## config.mk

```make
export PLATFORM = sky130hd
export DESIGN_NAME = fa_fetch_align
export DESIGN_NICKNAME = d
export VERILOG_FILES = /design/src/rtl/fa_pkg.sv /design/src/rtl/fa_word_q.sv /design/src/rtl/fa_req_ctrl.sv /design/src/rtl/fa_align.sv /design/src/rtl/fa_fetch_align.sv
export SDC_FILE = /design/constraint.sdc
export NUM_CORES = 1
export LEC_CHECK = 0
export BUFFER_PORTS_ARGS = -buffer_cell sky130_fd_sc_hd__buf_2
export CORE_MARGIN = 10
export CORE_UTILIZATION = 50
export CTS_CLUSTER_DIAMETER = 80
export DETAILED_ROUTE_END_ITERATION = 8
export PLACE_DENSITY_LB_ADDON = 0.3
export SKIP_CTS_REPAIR_TIMING = 1
export SLEW_MARGIN = 20
export SYNTH_ARGS = -nofsm -noshare
export SYNTH_HDL_FRONTEND = slang
export SYNTH_SLANG_ARGS = --single-unit
```

## constraint.sdc

```tcl
create_clock -name clk -period 8.1 [get_ports clk]
set_input_delay 1.62 -clock clk [delete_from_list [all_inputs] [get_ports clk]]
set_output_delay 1.62 -clock clk [all_outputs]
set_load 0.01 [all_outputs]
```

## src/rtl/fa_pkg.sv

```systemverilog
package fa_pkg;
  typedef logic [15:0] half_t;

  // a half-word opens a 16-bit instruction unless its two low bits are both set
  function automatic logic is_comp(half_t h);
    return h[1:0] != 2'b11;
  endfunction

  // PC increment for an instruction of the given length
  function automatic logic [2:0] pc_step(logic comp);
    return comp ? 3'd2 : 3'd4;
  endfunction

  // zero-extend a compressed instruction to the output width
  function automatic logic [31:0] widen(half_t h);
    return {16'h0000, h};
  endfunction
endpackage

```

## src/rtl/fa_word_q.sv

```systemverilog
module fa_word_q #(
  parameter int DEPTH = 2,
  parameter int W     = 32
) (
  input  logic                         clk,
  input  logic                         rst_n,
  input  logic                         flush_i,
  input  logic                         push_i,
  input  logic [W-1:0]                 wdata_i,
  input  logic                         pop_i,
  output logic [W-1:0]                 rdata_o,
  output logic [$clog2(DEPTH+1)-1:0]   cnt_o,
  output logic                         empty_o
);
  localparam int PW = (DEPTH > 1) ? $clog2(DEPTH) : 1;
  localparam int CW = $clog2(DEPTH + 1);

  logic [PW-1:0] rd_q, wr_q;
  logic [CW-1:0] cnt_q;
  logic [W-1:0]  slot_q [DEPTH];

  function automatic logic [PW-1:0] nxt(logic [PW-1:0] p);
    return (p == PW'(DEPTH - 1)) ? '0 : p + PW'(1);
  endfunction

  for (genvar i = 0; i < DEPTH; i++) begin : g_slot
    always_ff @(posedge clk) begin
      if (push_i && !flush_i && wr_q == PW'(i)) slot_q[i] <= wdata_i;
    end
  end

  always_ff @(posedge clk or negedge rst_n) begin
    if (!rst_n) begin
      rd_q  <= '0;
      wr_q  <= '0;
      cnt_q <= '0;
    end else if (flush_i) begin
      rd_q  <= '0;
      wr_q  <= '0;
      cnt_q <= '0;
    end else begin
      if (push_i) wr_q <= nxt(wr_q);
      if (pop_i)  rd_q <= nxt(rd_q);
      cnt_q <= cnt_q + CW'(push_i) - CW'(pop_i);
    end
  end

  assign rdata_o = slot_q[rd_q];
  assign cnt_o   = cnt_q;
  assign empty_o = (cnt_q == '0);

  AST_NO_OVERFLOW: assert property (@(posedge clk) disable iff (!rst_n)
    (push_i && !pop_i && !flush_i) |-> (cnt_q < CW'(DEPTH))) else $error("queue overflow");
  AST_NO_UNDERFLOW: assert property (@(posedge clk) disable iff (!rst_n)
    pop_i |-> !empty_o) else $error("queue underflow");
endmodule

```

## src/rtl/fa_req_ctrl.sv

```systemverilog
module fa_req_ctrl #(
  parameter int AW   = 32,
  parameter int NOUT = 2,
  parameter logic [AW-1:0] RESET_PC = '0
) (
  input  logic                        clk,
  input  logic                        rst_n,
  input  logic                        redir_i,
  input  logic [AW-1:0]               redir_word_i,
  input  logic                        pop_i,
  input  logic [$clog2(NOUT+1)-1:0]   qcnt_i,
  output logic                        mem_req_o,
  output logic [AW-1:0]               mem_addr_o,
  input  logic                        mem_gnt_i,
  input  logic                        mem_rvalid_i,
  output logic                        accept_o
);
  localparam int CW = $clog2(NOUT + 1);

  logic [AW-1:0] fa_q;
  logic          pend_q;
  logic [CW-1:0] out_q, drop_q;
  logic [CW:0]   busy;
  logic          can_req, grant, rv_live;

  always_comb begin
    busy = {1'b0, out_q};
    if (!redir_i) busy = busy + {1'b0, qcnt_i} - (CW+1)'(pop_i);
  end

  assign can_req    = busy < (CW+1)'(NOUT);
  assign mem_req_o  = pend_q | can_req;
  assign mem_addr_o = redir_i ? redir_word_i : fa_q;
  assign grant      = mem_req_o & mem_gnt_i;
  assign rv_live    = mem_rvalid_i & (out_q != '0);
  assign accept_o   = rv_live & (drop_q == '0) & !redir_i;

  always_ff @(posedge clk or negedge rst_n) begin
    if (!rst_n) begin
      fa_q   <= {RESET_PC[AW-1:2], 2'b00};
      pend_q <= 1'b0;
      out_q  <= '0;
      drop_q <= '0;
    end else begin
      pend_q <= mem_req_o & !mem_gnt_i;
      out_q  <= out_q + CW'(grant) - CW'(rv_live);
      if (redir_i) begin
        fa_q   <= grant ? redir_word_i + AW'(4) : redir_word_i;
        drop_q <= out_q - CW'(rv_live);
      end else begin
        if (grant) fa_q <= fa_q + AW'(4);
        if (rv_live && drop_q != '0) drop_q <= drop_q - CW'(1);
      end
    end
  end

  AST_ADDR_ALIGNED: assert property (@(posedge clk) disable iff (!rst_n)
    mem_req_o |-> (mem_addr_o[1:0] == 2'b00)) else $error("unaligned fetch");
  AST_REQ_HOLD: assert property (@(posedge clk) disable iff (!rst_n)
    (mem_req_o && !mem_gnt_i) |=> mem_req_o) else $error("request dropped");
  AST_OUT_LIMIT: assert property (@(posedge clk) disable iff (!rst_n)
    out_q <= CW'(NOUT)) else $error("too many outstanding");
  AST_DROP_BOUND: assert property (@(posedge clk) disable iff (!rst_n)
    drop_q <= out_q) else $error("drop count exceeds outstanding");
endmodule

```

## src/rtl/fa_align.sv

```systemverilog
module fa_align
  import fa_pkg::*;
#(
  parameter int AW = 32,
  parameter logic [AW-1:0] RESET_PC = '0
) (
  input  logic          clk,
  input  logic          rst_n,
  input  logic          redir_i,
  input  logic [AW-1:0] redir_pc_i,
  input  logic [31:0]   head_i,
  input  logic          empty_i,
  input  logic          ins_ready_i,
  output logic          pop_o,
  output logic          ins_valid_o,
  output logic [31:0]   ins_data_o,
  output logic          ins_compressed_o,
  output logic [AW-1:0] ins_pc_o
);
  half_t         hold_q;
  logic          hold_v_q;
  logic [AW-1:0] pc_q;
  half_t         lo;
  logic          comp, avail, fire, load, use_word;

  always_comb begin
    lo       = hold_v_q ? hold_q : (pc_q[1] ? head_i[31:16] : head_i[15:0]);
    comp     = is_comp(lo);
    avail    = 1'b0;
    load     = 1'b0;
    use_word = 1'b0;
    ins_data_o = widen(lo);
    if (hold_v_q) begin
      avail    = comp | !empty_i;
      use_word = !comp;
      if (!comp) ins_data_o = {head_i[15:0], hold_q};
    end else if (pc_q[1]) begin
      load = !empty_i;
    end else begin
      avail    = !empty_i;
      use_word = 1'b1;
      if (!comp) ins_data_o = head_i;
    end
  end

  assign ins_valid_o      = avail & !redir_i;
  assign ins_compressed_o = comp;
  assign ins_pc_o         = pc_q;
  assign fire             = ins_valid_o & ins_ready_i;
  assign pop_o            = !redir_i & ((fire & use_word) | load);

  always_ff @(posedge clk or negedge rst_n) begin
    if (!rst_n) begin
      pc_q     <= {RESET_PC[AW-1:1], 1'b0};
      hold_q   <= '0;
      hold_v_q <= 1'b0;
    end else if (redir_i) begin
      pc_q     <= {redir_pc_i[AW-1:1], 1'b0};
      hold_v_q <= 1'b0;
    end else begin
      if (fire) pc_q <= pc_q + AW'(pc_step(comp));
      if (load || (fire && use_word && (!hold_v_q || !comp))) begin
        hold_q <= head_i[31:16];
      end
      if (load) hold_v_q <= 1'b1;
      else if (fire) hold_v_q <= (hold_v_q && !comp) || (!hold_v_q && comp);
    end
  end

  AST_HOLD_UPPER: assert property (@(posedge clk) disable iff (!rst_n)
    hold_v_q |-> pc_q[1]) else $error("spare half without odd pc");
  AST_PC_EVEN: assert property (@(posedge clk) disable iff (!rst_n)
    ins_pc_o[0] == 1'b0) else $error("odd byte pc");
  AST_REDIR_QUIET: assert property (@(posedge clk) disable iff (!rst_n)
    redir_i |-> !ins_valid_o) else $error("valid during redirect");
  AST_STALL_STABLE: assert property (@(posedge clk) disable iff (!rst_n)
    (ins_valid_o && !ins_ready_i && !redir_i) |=>
      (redir_i || (ins_valid_o && $stable(ins_data_o) && $stable(ins_pc_o))))
    else $error("stalled instruction changed");
endmodule

```

## src/rtl/fa_fetch_align.sv

```systemverilog
module fa_fetch_align #(
  parameter int AW   = 32,
  parameter int NOUT = 2,
  parameter logic [AW-1:0] RESET_PC = '0
) (
  input  logic          clk,
  input  logic          rst_n,
  input  logic          redir_i,
  input  logic [AW-1:0] redir_pc_i,
  output logic          mem_req_o,
  output logic [AW-1:0] mem_addr_o,
  input  logic          mem_gnt_i,
  input  logic          mem_rvalid_i,
  input  logic [31:0]   mem_rdata_i,
  output logic          ins_valid_o,
  input  logic          ins_ready_i,
  output logic [31:0]   ins_data_o,
  output logic          ins_compressed_o,
  output logic [AW-1:0] ins_pc_o
);
  localparam int CW = $clog2(NOUT + 1);

  logic [AW-1:0] redir_word;
  logic          pop, accept, q_empty;
  logic [CW-1:0] qcnt;
  logic [31:0]   head;

  assign redir_word = {redir_pc_i[AW-1:2], 2'b00};

  fa_req_ctrl #(.AW(AW), .NOUT(NOUT), .RESET_PC(RESET_PC)) u_req (
    .clk          (clk),
    .rst_n        (rst_n),
    .redir_i      (redir_i),
    .redir_word_i (redir_word),
    .pop_i        (pop),
    .qcnt_i       (qcnt),
    .mem_req_o    (mem_req_o),
    .mem_addr_o   (mem_addr_o),
    .mem_gnt_i    (mem_gnt_i),
    .mem_rvalid_i (mem_rvalid_i),
    .accept_o     (accept)
  );

  fa_word_q #(.DEPTH(NOUT), .W(32)) u_q (
    .clk     (clk),
    .rst_n   (rst_n),
    .flush_i (redir_i),
    .push_i  (accept),
    .wdata_i (mem_rdata_i),
    .pop_i   (pop),
    .rdata_o (head),
    .cnt_o   (qcnt),
    .empty_o (q_empty)
  );

  fa_align #(.AW(AW), .RESET_PC(RESET_PC)) u_al (
    .clk              (clk),
    .rst_n            (rst_n),
    .redir_i          (redir_i),
    .redir_pc_i       (redir_pc_i),
    .head_i           (head),
    .empty_i          (q_empty),
    .ins_ready_i      (ins_ready_i),
    .pop_o            (pop),
    .ins_valid_o      (ins_valid_o),
    .ins_data_o       (ins_data_o),
    .ins_compressed_o (ins_compressed_o),
    .ins_pc_o         (ins_pc_o)
  );
endmodule

```

==> results summary <==
The library cell used most frequently in the layout, excluding fill and tap cells, is sky130_fd_sc_hd__buf_2. The number of max-slew violations in the final report is 0. Entering global routing, the biggest net connects 68 pins. The count of distinct cell types in the synthesized netlist is 67. For this configuration, the core starts out at a cell density of 51.5%. Yosys mapped a number of flops with a built-in enable equal to between 60 and 70. Across the VDD grid, the largest voltage drop is 0.188 mV.

TritonCTS built the clock tree. The placement-stage worst setup slack is around 1.5 ns. In this run, synthesis produced a sequential element count of ~150. The worst setup path is launched from an input port.

The floorplan die width came out at 154 um. The number of remaining DRC errors came out at 0. Setup repair after global routing left no endpoint under its margin.

The routed layout has 7480 vias. For this design the static power due to leakage is 4.25 nW. The total overflow left after global routing is 0. The layout net count is 1099. The number of cell rows came out at 48. The area of the die came out at between 20000 and 25000 um^2.

The critical path class is in2out. The post-synthesis cell area came out at between 8000 and 9000 um^2. Along the worst path, the maximum fanout reaches between 50 and 60.

The kind of path behind the tightest hold check is reg2reg. The number of design-rule violations left by the first detailed-router iteration came out at 592. The number of buffers inserted during clock tree synthesis came out at 17. The half-perimeter wire length of the detailed placement result is 17.8 mm.

The final routed wirelength across all metal layers came out at ~25 mm. The power density over the cells is roughly 270 nW/um^2. After technology mapping, the gate count stands at 876. The H-tree depth reported by CTS came out at 4.

In this run the clock root is driven by a sky130_fd_sc_hd__clkbuf_16. The clock input transition at the sequential cells of the worst setup and hold paths came out at approximately 0.06 ns. The count of clock tree sinks came out at 151.

The run finished with clean final reports. The number of buffers inserted by port buffering is 164. The number of antenna violations at the first check in global routing is 1.

The number of global-route vias before repair is around 7400. The ratio of final minimum period to clock period is around 82%. At the pin with the least slew margin, the transition time is 1.03 ns.

The global-route wire length before repair is 39.9 mm. For the final routed database, the setup TNS stands at 0 ns. The worst clock skew came out at a little over 0.009 ns.

The fill cell instance count of the final layout came out at 1487. Dividing the detail-routed wire length by the instance count gives 19.9 um. The share of post-route cells with drive strength above 1 came out at 25.8%. The area of the placeable core is around 17000 um^2. The dominant synthesized flop cell is sky130_fd_sc_hd__dfrtp_1. The setup slack of the critical path after layout came out at around 1.4 ns.

The count of pins on the block boundary came out at ~170. Across every metal layer, demand over resource in global routing totals 20.7%. For this run, asynchronously set or reset flops after synthesis account for approximately 58%. The warning count from the yosys run is 0. The vertical die dimension is 154 um. The clock insertion delay at the later pin of the skew report came out at 0.42 ns.

The max-slew headroom at the worst pin is 31.5%. The total count of hold-check failures in the final report came to 0. In the layout the commonest cells are 162 x sky130_fd_sc_hd__buf_2, 86 x sky130_fd_sc_hd__dfrtp_1, 74 x sky130_fd_sc_hd__nand2_1, 66 x sky130_fd_sc_hd__o21ai_0, 64 x sky130_fd_sc_hd__edfxtp_1. After detailed placement, the total cell area comes to 9950 um^2. Of the synthesized area, sequential elements account for approximately 46%. Max-cap violations in this run came to 0. The minimum period implied by the final worst setup slack is 6.67 ns. Based on the critical path, the design can be clocked at up to between 150 and 200 MHz. The final instance area is 10500 um^2. The worst path required time is 6.48 ns. The longest clock path from root to sink contains 2 buffers.

The endpoint kind of the worst setup timing path is an output port. The worst endpoint data arrival time came out at 5.05 ns. The last weighted congestion value of the routability-driven placer is 0.886. The number of setup violations in the final report came out at 0. The number of vias per cell is 5.96.

Once detail routing completed, the nets flagged for antenna violations numbered 0. From synthesis to final layout, the design area changed by 17.4%. The synthesized area divided by synthesized cell count is 10.2 um^2. The first detailed-routing pass ran for 5 iterations. The overall power of the completed layout came out at 2.80 mW.
-- final cells by class --
cell class                 instances  area, um^2  share of cell area [%]
tap                              225         282                    2.67
clock inverter                    14         141                    1.34
antenna                            1        2.50                  0.0238
clock buffer                      18         429                    4.08
inverter                          44         165                    1.57
multi-input combinational        627        4500                    42.7
sequential                       151        4100                    39.0
timing repair buffer             175         908                    8.63
-- path summary, 6_finish.rpt --
check,to,startpoint,cells after the start,slack (ns)
worst min register to register,u_al.hold_q[3],u_al.hold_q[3],1,0.49
min in group asynchronous,u_req.fa_q[24],rst_n,1,1.09
worst max register to register,u_req.fa_q[31],u_q.rd_q,14,2.87
worst min-delay path,u_al.hold_q[3],u_al.hold_q[3],1,0.49
worst max-delay path,mem_req_o,redir_i,13,1.43
max in group asynchronous,u_al.hold_v_q,rst_n,2,5.75
-- critical path: stages --
cell                       delay (ns)
sky130_fd_sc_hd__buf_4           0.26
sky130_fd_sc_hd__nor2_1          0.27
sky130_fd_sc_hd__nand4_1         0.21
sky130_fd_sc_hd__a21oi_1         0.25
sky130_fd_sc_hd__and2_1          0.19
sky130_fd_sc_hd__ha_1            0.23
sky130_fd_sc_hd__nand2b_1        0.15
sky130_fd_sc_hd__fa_1            0.38
sky130_fd_sc_hd__xor2_1          0.21
sky130_fd_sc_hd__a311oi_4        0.29
sky130_fd_sc_hd__buf_4           0.39
sky130_fd_sc_hd__inv_1           0.32
sky130_fd_sc_hd__buf_2           0.24
-- Yosys cell counts (all sizes together), types with 3 or more instances --
cell type	instances	area [um^2]
dfrtp	87	2180
nand2	74	278
o21ai	69	345
edfxtp	64	1920
xnor2	58	508
mux2	53	597
mux2i	45	450
inv	44	165
nor2	42	158
clkbuf	37	139
nand3	37	185
nor4	31	209
nand4	29	200
buf	19	103
a22oi	16	120
nor3	16	80.1
a2111oi	14	141
ha	11	138
xor2	11	96.3
and3	10	62.6
or4	9	71.3
and2	8	50.1
and4	7	61.3
o211ai	7	52.6
or3	7	43.8
a21o	6	45.0
nand2b	6	37.5
nor2b	6	37.5
a21oi	4	20.0
nand3b	4	30.0
nor4b	4	35.0
o311ai	4	35.0
a221o	3	30.0
or2	3	18.8
-- metrics by stage --
stage | cells | hold slack [ns] | util, %
finish | 1255 | 0.488 | 60.4
global route | 1254 | 0.497 | 60.4
CTS | 1254 | 0.490 | 60.4
detailed placement | 1222 | 0.475 | 57.1
global placement | 1222 | 0.469 | 57.1
floorplan | 878 | 0.458 | -
-- per-layer routing --
layer  up-vias  share of wire [%]  track usage (%)
met5         -                  0                0
met4         0                2.3             6.75
met3        40                7.1             5.69
met2       266                 47             33.0
met1      3662                 43             26.7
li1       3512                  -                -
-- report_power, final --
| group | internal (mW) | switching (mW) |
|---|---|---|
| combinational | 0.391 | 0.602 |
| clock | 0.431 | 0.341 |
| sequential | 0.926 | 0.106 |
-- flip-flops by register name, summed over array words and instances, names as in the netlist, 2 cells and up --
register and count:
u_q.slot_q 64, u_al.ins_pc_o 31, u_req.fa_q 30, u_al.hold_q 16
u_q.cnt_o 2, u_req.drop_q 2, u_req.out_q 2
-- kinds of logic after synthesis --
logic type / count (synthesis) / share of synthesized area, %
fa+ha+maj: 13 / 1.98
xor+xnor: 69 / 6.74
other cells: 1 / 0.0418
simple gates: 300 / 18.1
compound gates: 143 / 10.9
buf+inv: 100 / 4.54
flops: 151 / 45.7
mux: 99 / 11.9
Power figures use the tool's default switching activity.
